**src/rtl/lerf_pkg.sv**
```systemverilog
package lerf_pkg;

    typedef enum logic [1:0] {
        MD_IDLE  = 2'b00,
        MD_STORE = 2'b01,
        MD_SENSE = 2'b10,
        MD_RSVD  = 2'b11
    } lerf_mode_e;

    typedef enum logic [1:0] {
        S_OFF   = 2'b00,
        S_STALE = 2'b01,
        S_LIVE  = 2'b10
    } lerf_state_e;

endpackage

```
**src/rtl/lerf_thresh.sv**
```systemverilog
module lerf_thresh #(
    parameter int N_IN = 3,
    localparam int NTIE  = (N_IN - 1) / 2,
    localparam int NFREE = N_IN - NTIE,
    localparam int THR   = (N_IN + 1) / 2,
    localparam int CW    = $clog2(N_IN + 1)
) (
    input  logic [N_IN-1:0] opnd,
    input  logic [NTIE-1:0] tie_en,
    input  logic [NTIE-1:0] tie_val,
    output logic            vote
);
    logic [N_IN-1:0] eff;
    logic [CW-1:0]   ones;

    // free operands pass straight through
    genvar gi;
    generate
        for (gi = 0; gi < NFREE; gi++) begin : g_free
            assign eff[gi] = opnd[gi];
        end
        // tie slots override the top operand bits
        for (gi = 0; gi < NTIE; gi++) begin : g_tie
            assign eff[NFREE+gi] = tie_en[gi] ? tie_val[gi] : opnd[NFREE+gi];
        end
    endgenerate

    always_comb begin
        ones = '0;
        for (int k = 0; k < N_IN; k++) begin
            ones = ones + CW'(eff[k]);
        end
    end

    assign vote = (ones >= CW'(THR));

endmodule

```
**src/rtl/lerf_retain.sv**
```systemverilog
module lerf_retain (
    input  logic clk,
    input  logic rst_n,
    input  logic pwr_ok,
    input  logic wr_en,
    input  logic wr_bit,
    output logic ret_q
);
    // always-on storage: written only while powered
    always_ff @(posedge clk or negedge rst_n) begin
        if (!rst_n) begin
            ret_q <= 1'b0;
        end else if (pwr_ok && wr_en) begin
            ret_q <= wr_bit;
        end
    end


    ret_hold_off_chk: assert property (@(posedge clk) disable iff (!rst_n)
        !pwr_ok |=> $stable(ret_q));

endmodule

```
**src/rtl/lerf_ctrl.sv**
```systemverilog
module lerf_ctrl
    import lerf_pkg::*;
(
    input  logic       clk,
    input  logic       rst_n,
    input  logic       pwr_ok,
    input  logic [1:0] mode,
    input  logic       ret_q,
    output logic       store_en,
    output logic       slave_q,
    output logic       live
);
    lerf_mode_e  md;
    lerf_state_e state_q, state_d;
    logic        pend_q;
    logic        sense_req;
    logic        do_sense;

    assign md        = lerf_mode_e'(mode);
    assign sense_req = (md == MD_SENSE);
    assign store_en  = (md == MD_STORE);
    assign do_sense  = pwr_ok && (sense_req || pend_q);

    // next-state logic
    always_comb begin
        state_d = state_q;
        unique case (state_q)
            S_OFF: begin
                if (pwr_ok) state_d = do_sense ? S_LIVE : S_STALE;
            end
            S_STALE: begin
                if (!pwr_ok)      state_d = S_OFF;
                else if (do_sense) state_d = S_LIVE;
            end
            S_LIVE: begin
                if (!pwr_ok) state_d = S_OFF;
            end
            default: state_d = S_OFF;
        endcase
    end

    // state register
    always_ff @(posedge clk or negedge rst_n) begin
        if (!rst_n) state_q <= S_OFF;
        else        state_q <= state_d;
    end

    // outputs: volatile stage and held sense request
    always_ff @(posedge clk or negedge rst_n) begin
        if (!rst_n) begin
            slave_q <= 1'b0;
            pend_q  <= 1'b0;
        end else if (!pwr_ok) begin
            slave_q <= 1'b0;
            if (sense_req) pend_q <= 1'b1;
        end else if (do_sense) begin
            slave_q <= ret_q;
            pend_q  <= 1'b0;
        end
    end

    assign live = (state_q == S_LIVE);


    sense_load_chk: assert property (@(posedge clk) disable iff (!rst_n)
        (pwr_ok && sense_req) |=> (slave_q == $past(ret_q)) && (state_q == S_LIVE));


    store_keeps_out_chk: assert property (@(posedge clk) disable iff (!rst_n)
        (pwr_ok && store_en && !pend_q) |=> $stable(slave_q));


    sense_held_chk: assert property (@(posedge clk) disable iff (!rst_n)
        (!pwr_ok && sense_req) |=> pend_q);


    stale_wait_chk: assert property (@(posedge clk) disable iff (!rst_n)
        (pwr_ok && !sense_req && !pend_q && state_q != S_LIVE) |=> (state_q == S_STALE));

endmodule

```
**src/rtl/lerf_cell.sv**
```systemverilog
module lerf_cell #(
    parameter int N_IN = 3,
    localparam int NTIE = (N_IN - 1) / 2
) (
    input  logic            clk,
    input  logic            rst_n,
    input  logic            pwr_ok,
    input  logic [1:0]      mode,
    input  logic [N_IN-1:0] opnd,
    input  logic [NTIE-1:0] tie_en,
    input  logic [NTIE-1:0] tie_val,
    output logic            q,
    output logic            q_valid
);
    logic vote, ret_q, store_en, slave_q, live;

    lerf_thresh #(.N_IN(N_IN)) u_gate (
        .opnd    (opnd),
        .tie_en  (tie_en),
        .tie_val (tie_val),
        .vote    (vote)
    );

    lerf_retain u_ret (
        .clk    (clk),
        .rst_n  (rst_n),
        .pwr_ok (pwr_ok),
        .wr_en  (store_en),
        .wr_bit (vote),
        .ret_q  (ret_q)
    );

    lerf_ctrl u_ctrl (
        .clk      (clk),
        .rst_n    (rst_n),
        .pwr_ok   (pwr_ok),
        .mode     (mode),
        .ret_q    (ret_q),
        .store_en (store_en),
        .slave_q  (slave_q),
        .live     (live)
    );

    // volatile domain reads 0 while unpowered
    assign q       = pwr_ok & slave_q;
    assign q_valid = pwr_ok & live;

endmodule

```
**config.mk**
```make
export PLATFORM = sky130hd
export DESIGN_NAME = lerf_cell
export DESIGN_NICKNAME = d
export VERILOG_FILES = /design/src/rtl/lerf_pkg.sv /design/src/rtl/lerf_thresh.sv /design/src/rtl/lerf_retain.sv /design/src/rtl/lerf_ctrl.sv /design/src/rtl/lerf_cell.sv
export SDC_FILE = /design/constraint.sdc
export NUM_CORES = 1
export LEC_CHECK = 0
export BUFFER_PORTS_ARGS = -buffer_cell sky130_fd_sc_hd__buf_2
export CAP_MARGIN = 30
export CORE_AREA = 3 3 40 42
export CTS_BUF_LIST = sky130_fd_sc_hd__clkbuf_8
export CTS_CLUSTER_DIAMETER = 30
export DETAILED_ROUTE_END_ITERATION = 12
export DIE_AREA = 0 0 43 45
export HOLD_SLACK_MARGIN = 0.1
export MAX_ROUTING_LAYER = met4
export SLEW_MARGIN = 20
export SYNTH_ARGS = -nofsm -noshare
export SYNTH_HDL_FRONTEND = slang
export SYNTH_HIERARCHICAL = 1
export SYNTH_SLANG_ARGS = --single-unit
export TNS_END_PERCENT = 10
```
**constraint.sdc**
```tcl
create_clock -name clk -period 2.92 [get_ports clk]
set_clock_uncertainty 0.1 [all_clocks]
set_input_delay 0.146 -clock clk [delete_from_list [all_inputs] [get_ports clk]]
set_output_delay 0.146 -clock clk [all_outputs]
set_load 0.03 [all_outputs]
```
After elaboration in Yosys (flattened, before gate mapping). Cells that the tools add are included.

Input bits: 10. Register bits after elaboration: 5. Word-level logic and storage cells: 36.

Eq/ne operators: 8. Reduce and logical (&&, ||, !) cells: 7. Multiplexer cells: 12. $add $sub $neg: 2. Bitwise operators: 2. Magnitude comparators: 1.

Operators with widths (number): $mux 2 (5); $mux 1 (6); $pmux 2 s3 (1); $eq 2x1->1 const B (2); $eq 2x2->1 const B (2); $ne 2x2->1 const B (2); $ne 3x2->1 const B (1); $reduce_and 3->1 (1); $add 1x1->2 (1); $add 2x1->2 (1); $and 1x1->1 (2); $ge 2x2->1 const B (1); $logic_and 1x1->1 (2); $logic_not 2->1 (1); $ne 2x1->1 const B (1); $reduce_and 2->1 (1); $reduce_bool 2->1 (1); $logic_or 1x1->1 (1).

Depth between registers and ports, before layout.
Word-level depth: 6. Gate-level depth with buffers: 4. Mapped depth without buffers: 4.

By module. The synthesis kept the hierarchy.

Modules (own cells, without submodules): lerf_ctrl (times used 1, seq. area each 100.1 um^2, cells an instance 16, area an instance 173.9 um^2); lerf_retain (times used 1, seq. area each 25.0 um^2, cells an instance 3, area an instance 43.8 um^2); lerf_thresh (times used 1, seq. area each 0.0 um^2, cells an instance 3, area an instance 35.0 um^2); lerf_cell (times used 1, seq. area each 0.0 um^2, cells an instance 2, area an instance 12.5 um^2).

Worst setup path after synthesis. Ideal clock, no wire load.

Path type: input port to flip-flop. Start point: in tie_en. End point: reg u_ret.ret_q. Path slack: 1.616 ns. Stages on the path: 4. Buffers on the path: 0. Required time: 2.695 ns. Arrival time: 1.079 ns. Path through: mux2_4 -> ha_1 -> a21o_1 -> mux2_4.

Longest elaborated chain between the ends: 3.

Ends and longest elaborated chain: start, declared (RTL line lerf_cell.sv:10) `input logic [NTIE-1:0] tie_en,`; $mux 1 (RTL line lerf_thresh.sv:24) `assign eff[NFREE+gi] = tie_en[gi] ? tie_val[gi] : opnd[NFREE+gi];`; $add 2x1->2 (RTL line lerf_thresh.sv:31) `ones = ones + CW'(eff[k]);`; $ge 2x2->1 (RTL line lerf_thresh.sv:35) `assign vote = (ones >= CW'(THR));`; via vote (RTL line lerf_cell.sv:15) `logic vote, ret_q, store_en, slave_q, live;`; end signal, assigned (RTL line lerf_retain.sv:14) `ret_q <= wr_bit;`; end, declared (RTL line lerf_retain.sv:7) `output logic ret_q`.

The timed path passes the listed nets, and every way through them passes these cells. A chain may end at the register's enable or synchronous reset.

Worst setup path after layout.
Start point: in pwr_ok. End point: out q.

Longest elaborated chain between the ends: 1.

Ends and longest elaborated chain: start, declared (RTL line lerf_cell.sv:7) `input logic pwr_ok,`; $and 1x1->1 (RTL line lerf_cell.sv:45) `assign q = pwr_ok & slave_q;`; end, declared (RTL line lerf_cell.sv:12) `output logic q,`.

No other way between the ends.

==> summary.md <==
| Metric | Value |
|---|---|
| Wire length per cell | 8.59 um |
| Clock-pin slew on the worst setup and hold paths | 0.03 ns |
| Nets | 53 |
| Layout area overhead | 52.4% |
| Drt first pass iters | 2 |
| Most frequent CP cell | buf_2 |
| Crit path cell chain | dlygate4sd3_1 > buf_2 > and2_1 > buf_2 |
| Max IR drop VDD | 0.000184 V |
| Total CTS buffers | 3 |
| First-pass GRT wire length | 759 um |
| Seq/Total Area, Yosys | 47.2% |
| Hold Vio Cnt, Final | 0 |
| Starting DRT DRC Count | 3 |
| Skew-Pair Late Insertion Delay | 0.22 ns |
| Worst path max stage delay | 0.53 ns |
| Avg Inst Size Synth | 11.1 um2 |
| Max cap viols | 0 |
| CTS tree | yes |
| Hold slack | 0.139 ns |
| Dpl ws | 1.48 ns |
| Antenna violations before repair | 0 |
| Storage cell area | 125 um2 |
| Total power | 0.244 mW |
| Post-route non-filler standard cell count | 56 |
| Die X | 43 um |
| RSZ-0062 raised after global routing | false |
| Worst Path Required | 2.67 ns |
| Dpl cells | 50 |
| Slew HR | 86.5% |
| Multi-input gate area | 136 um2 |
| CTS max path bufs | 2 |
| Commonest cells after routing, fill and taps aside | buf_2 (11), dfrtp_1 (5), nand2_1 (4) |
| Final setup vio count | 0 |
| H-tree Lvls | 1 |
| Setup tns final | 0 ns |
| Max-slew violations | 0 |
| Antenna viol nets, final | 0 |
| Die ar. | 1940 um2 |
| Grt ovf | 0 |
| Hold Crit Class | input port to flip-flop |
| Post-synth cell types | 13 |
| GPL Wtd Cong | 0.602 |
| Via-per-instance ratio | 3.88 |
| GRT Total Usage | 6.31% |
| Vias post-DR | 217 |
| DRC viols | 0 |
| Filler Cell Count | 135 |
| Share of cells above drive strength 1 | 41.5% |
| PwrDens | 603 nW/um2 |
| Most common cell after layout, fill and taps aside | buf_2 |
| Slowest-stage cell, CP | dlygate4sd3_1 |
| Core Region | 1280 um2 |
| I/O pins | 12 |
| Post-cts repair resize count | 0 |
| CTS root buf | clkbuf_8 |
| Crit path kind | input port to primary output |
| Final clock period utilization by the worst path | 48.1% |
| Post-Syn Area | 265 um2 |
| Top cell family by delay on the critical path | buffers and inverters |
| Static Leakage | 0.232 nW |
| Startpoint type of the worst setup path | input port |
| Initial core utilization | 20.6% |
| Vias in the first global route | 202 |
| Fin worst setup slack | 1.52 ns |
| Fmax | 0.712 GHz |
| Worst Setup End Kind | primary output |
| Register bit total from synthesis | 5 |
| Port bufs | 11 |
| Final wirelength | 481 um |
| Crit path max fanout | 8 |
| Min Clock Period, post-route | 1.40 ns |
| Worst EP arrival | 1.16 ns |
| Worst slew pin tran | 0.202 ns |
| Chip height | 45 um |
| Status | complete, no violations |
| Post-Synthesis Cells | 24 |
| Cell row count | 13 |
| Antenna diodes | 0 |
| Buf/Inv on CP | 3 |
| Clk sinks | 5 |
| Syn Nets | 35 |
| Largest net degree at the start of global routing | 9 |
| Ys Warns | 6 |
[state kept, by name, summed over array words and instances, names as in the netlist]
| register | count |
|---|---|
| u_ctrl/slave_q | 1 |
| u_ret/ret_q | 1 |
| u_ctrl/state_q | 2 |
| u_ctrl/pend_q | 1 |
[cell type report]
| type | instances | share of cell area, % |
|---|---|---|
| Clock buffer | 3 | 10.2 |
| Clock inverter | 1 | 0.929 |
| Inverter | 1 | 0.929 |
| Multi-Input combinational cell | 18 | 33.7 |
| Sequential cell | 5 | 31.0 |
| Tap cell | 15 | 4.64 |
| Timing Repair Buffer | 13 | 18.6 |
[where the power goes]
part | switching (mW) | leakage [nW] | total [mW] | internal (mW)
clock network | 0.0323 | 0.0269 | 0.122 | 0.0900
registers | 0.00530 | 0.0646 | 0.0835 | 0.0782
logic | 0.0161 | 0.141 | 0.0379 | 0.0218
[metal layers]
metal  vias up  part of all wire, %  GRT usage, %
met5         -                    0             -
met3         0                   13          3.98
met1        93                   44          5.67
met2        10                   43          8.38
li1        114                    -             -
met4         0                    0          7.23
[cells by family (layout without fill, tap and decap cells)]
family	Yosys count	count (layout)	synth area share, %
flops	5	5	47.2
compound gates	4	4	11.3
simple gates	10	10	20.3
mux	3	3	15.1
buf+inv	1	18	1.41
fa+ha+maj	1	1	4.72
[per-stage QoR]
| step | area [um2] | util, % |
|---|---|---|
| floorplan | 265 | - |
| global placement | 339 | 26.4 |
| detailed placement | 339 | 26.4 |
| CTS | 404 | 31.5 |
| global route | 404 | 31.5 |
| finish | 404 | 31.5 |
[Yosys cell counts (all sizes together)]
cell type	instances	area, um2
dfrtp	5	125
nand2	4	15.0
a21o	2	15.0
and2	2	12.5
mux2	2	30.0
nor2	2	7.51
a21oi	1	5.00
ha	1	12.5
inv	1	3.75
mux2i	1	10.0
nor2b	1	6.26
nor3b	1	12.5
o211a	1	10.0
[repair_timing]
action                    in CTS  in global routing
setup buffers                  0                  0
hold buffers                   2                  0
hold endpoints to repair       6                  0
[final timing paths]
path	start	to	slack [ns]	cells after the start
worst max-delay path	pwr_ok	q	1.52	4
worst min-delay path	mode[1]	u_ctrl/pend_q	0.14	3
worst max register to register	u_ctrl/pend_q	u_ctrl/slave_q	1.94	2
worst min register to register	u_ctrl/state_q[1]	u_ctrl/state_q[0]	0.38	1
max in group asynchronous	rst_n	u_ret/ret_q	2.43	2
min in group asynchronous	rst_n	u_ctrl/state_q[0]	0.17	2
[worst min-delay path, cell delays in order]
cell	delay, ns
buf_2	0.10
a21oi_1	0.08
nor2_1	0.09
Note: power is estimated with default switching activity, not from simulation.
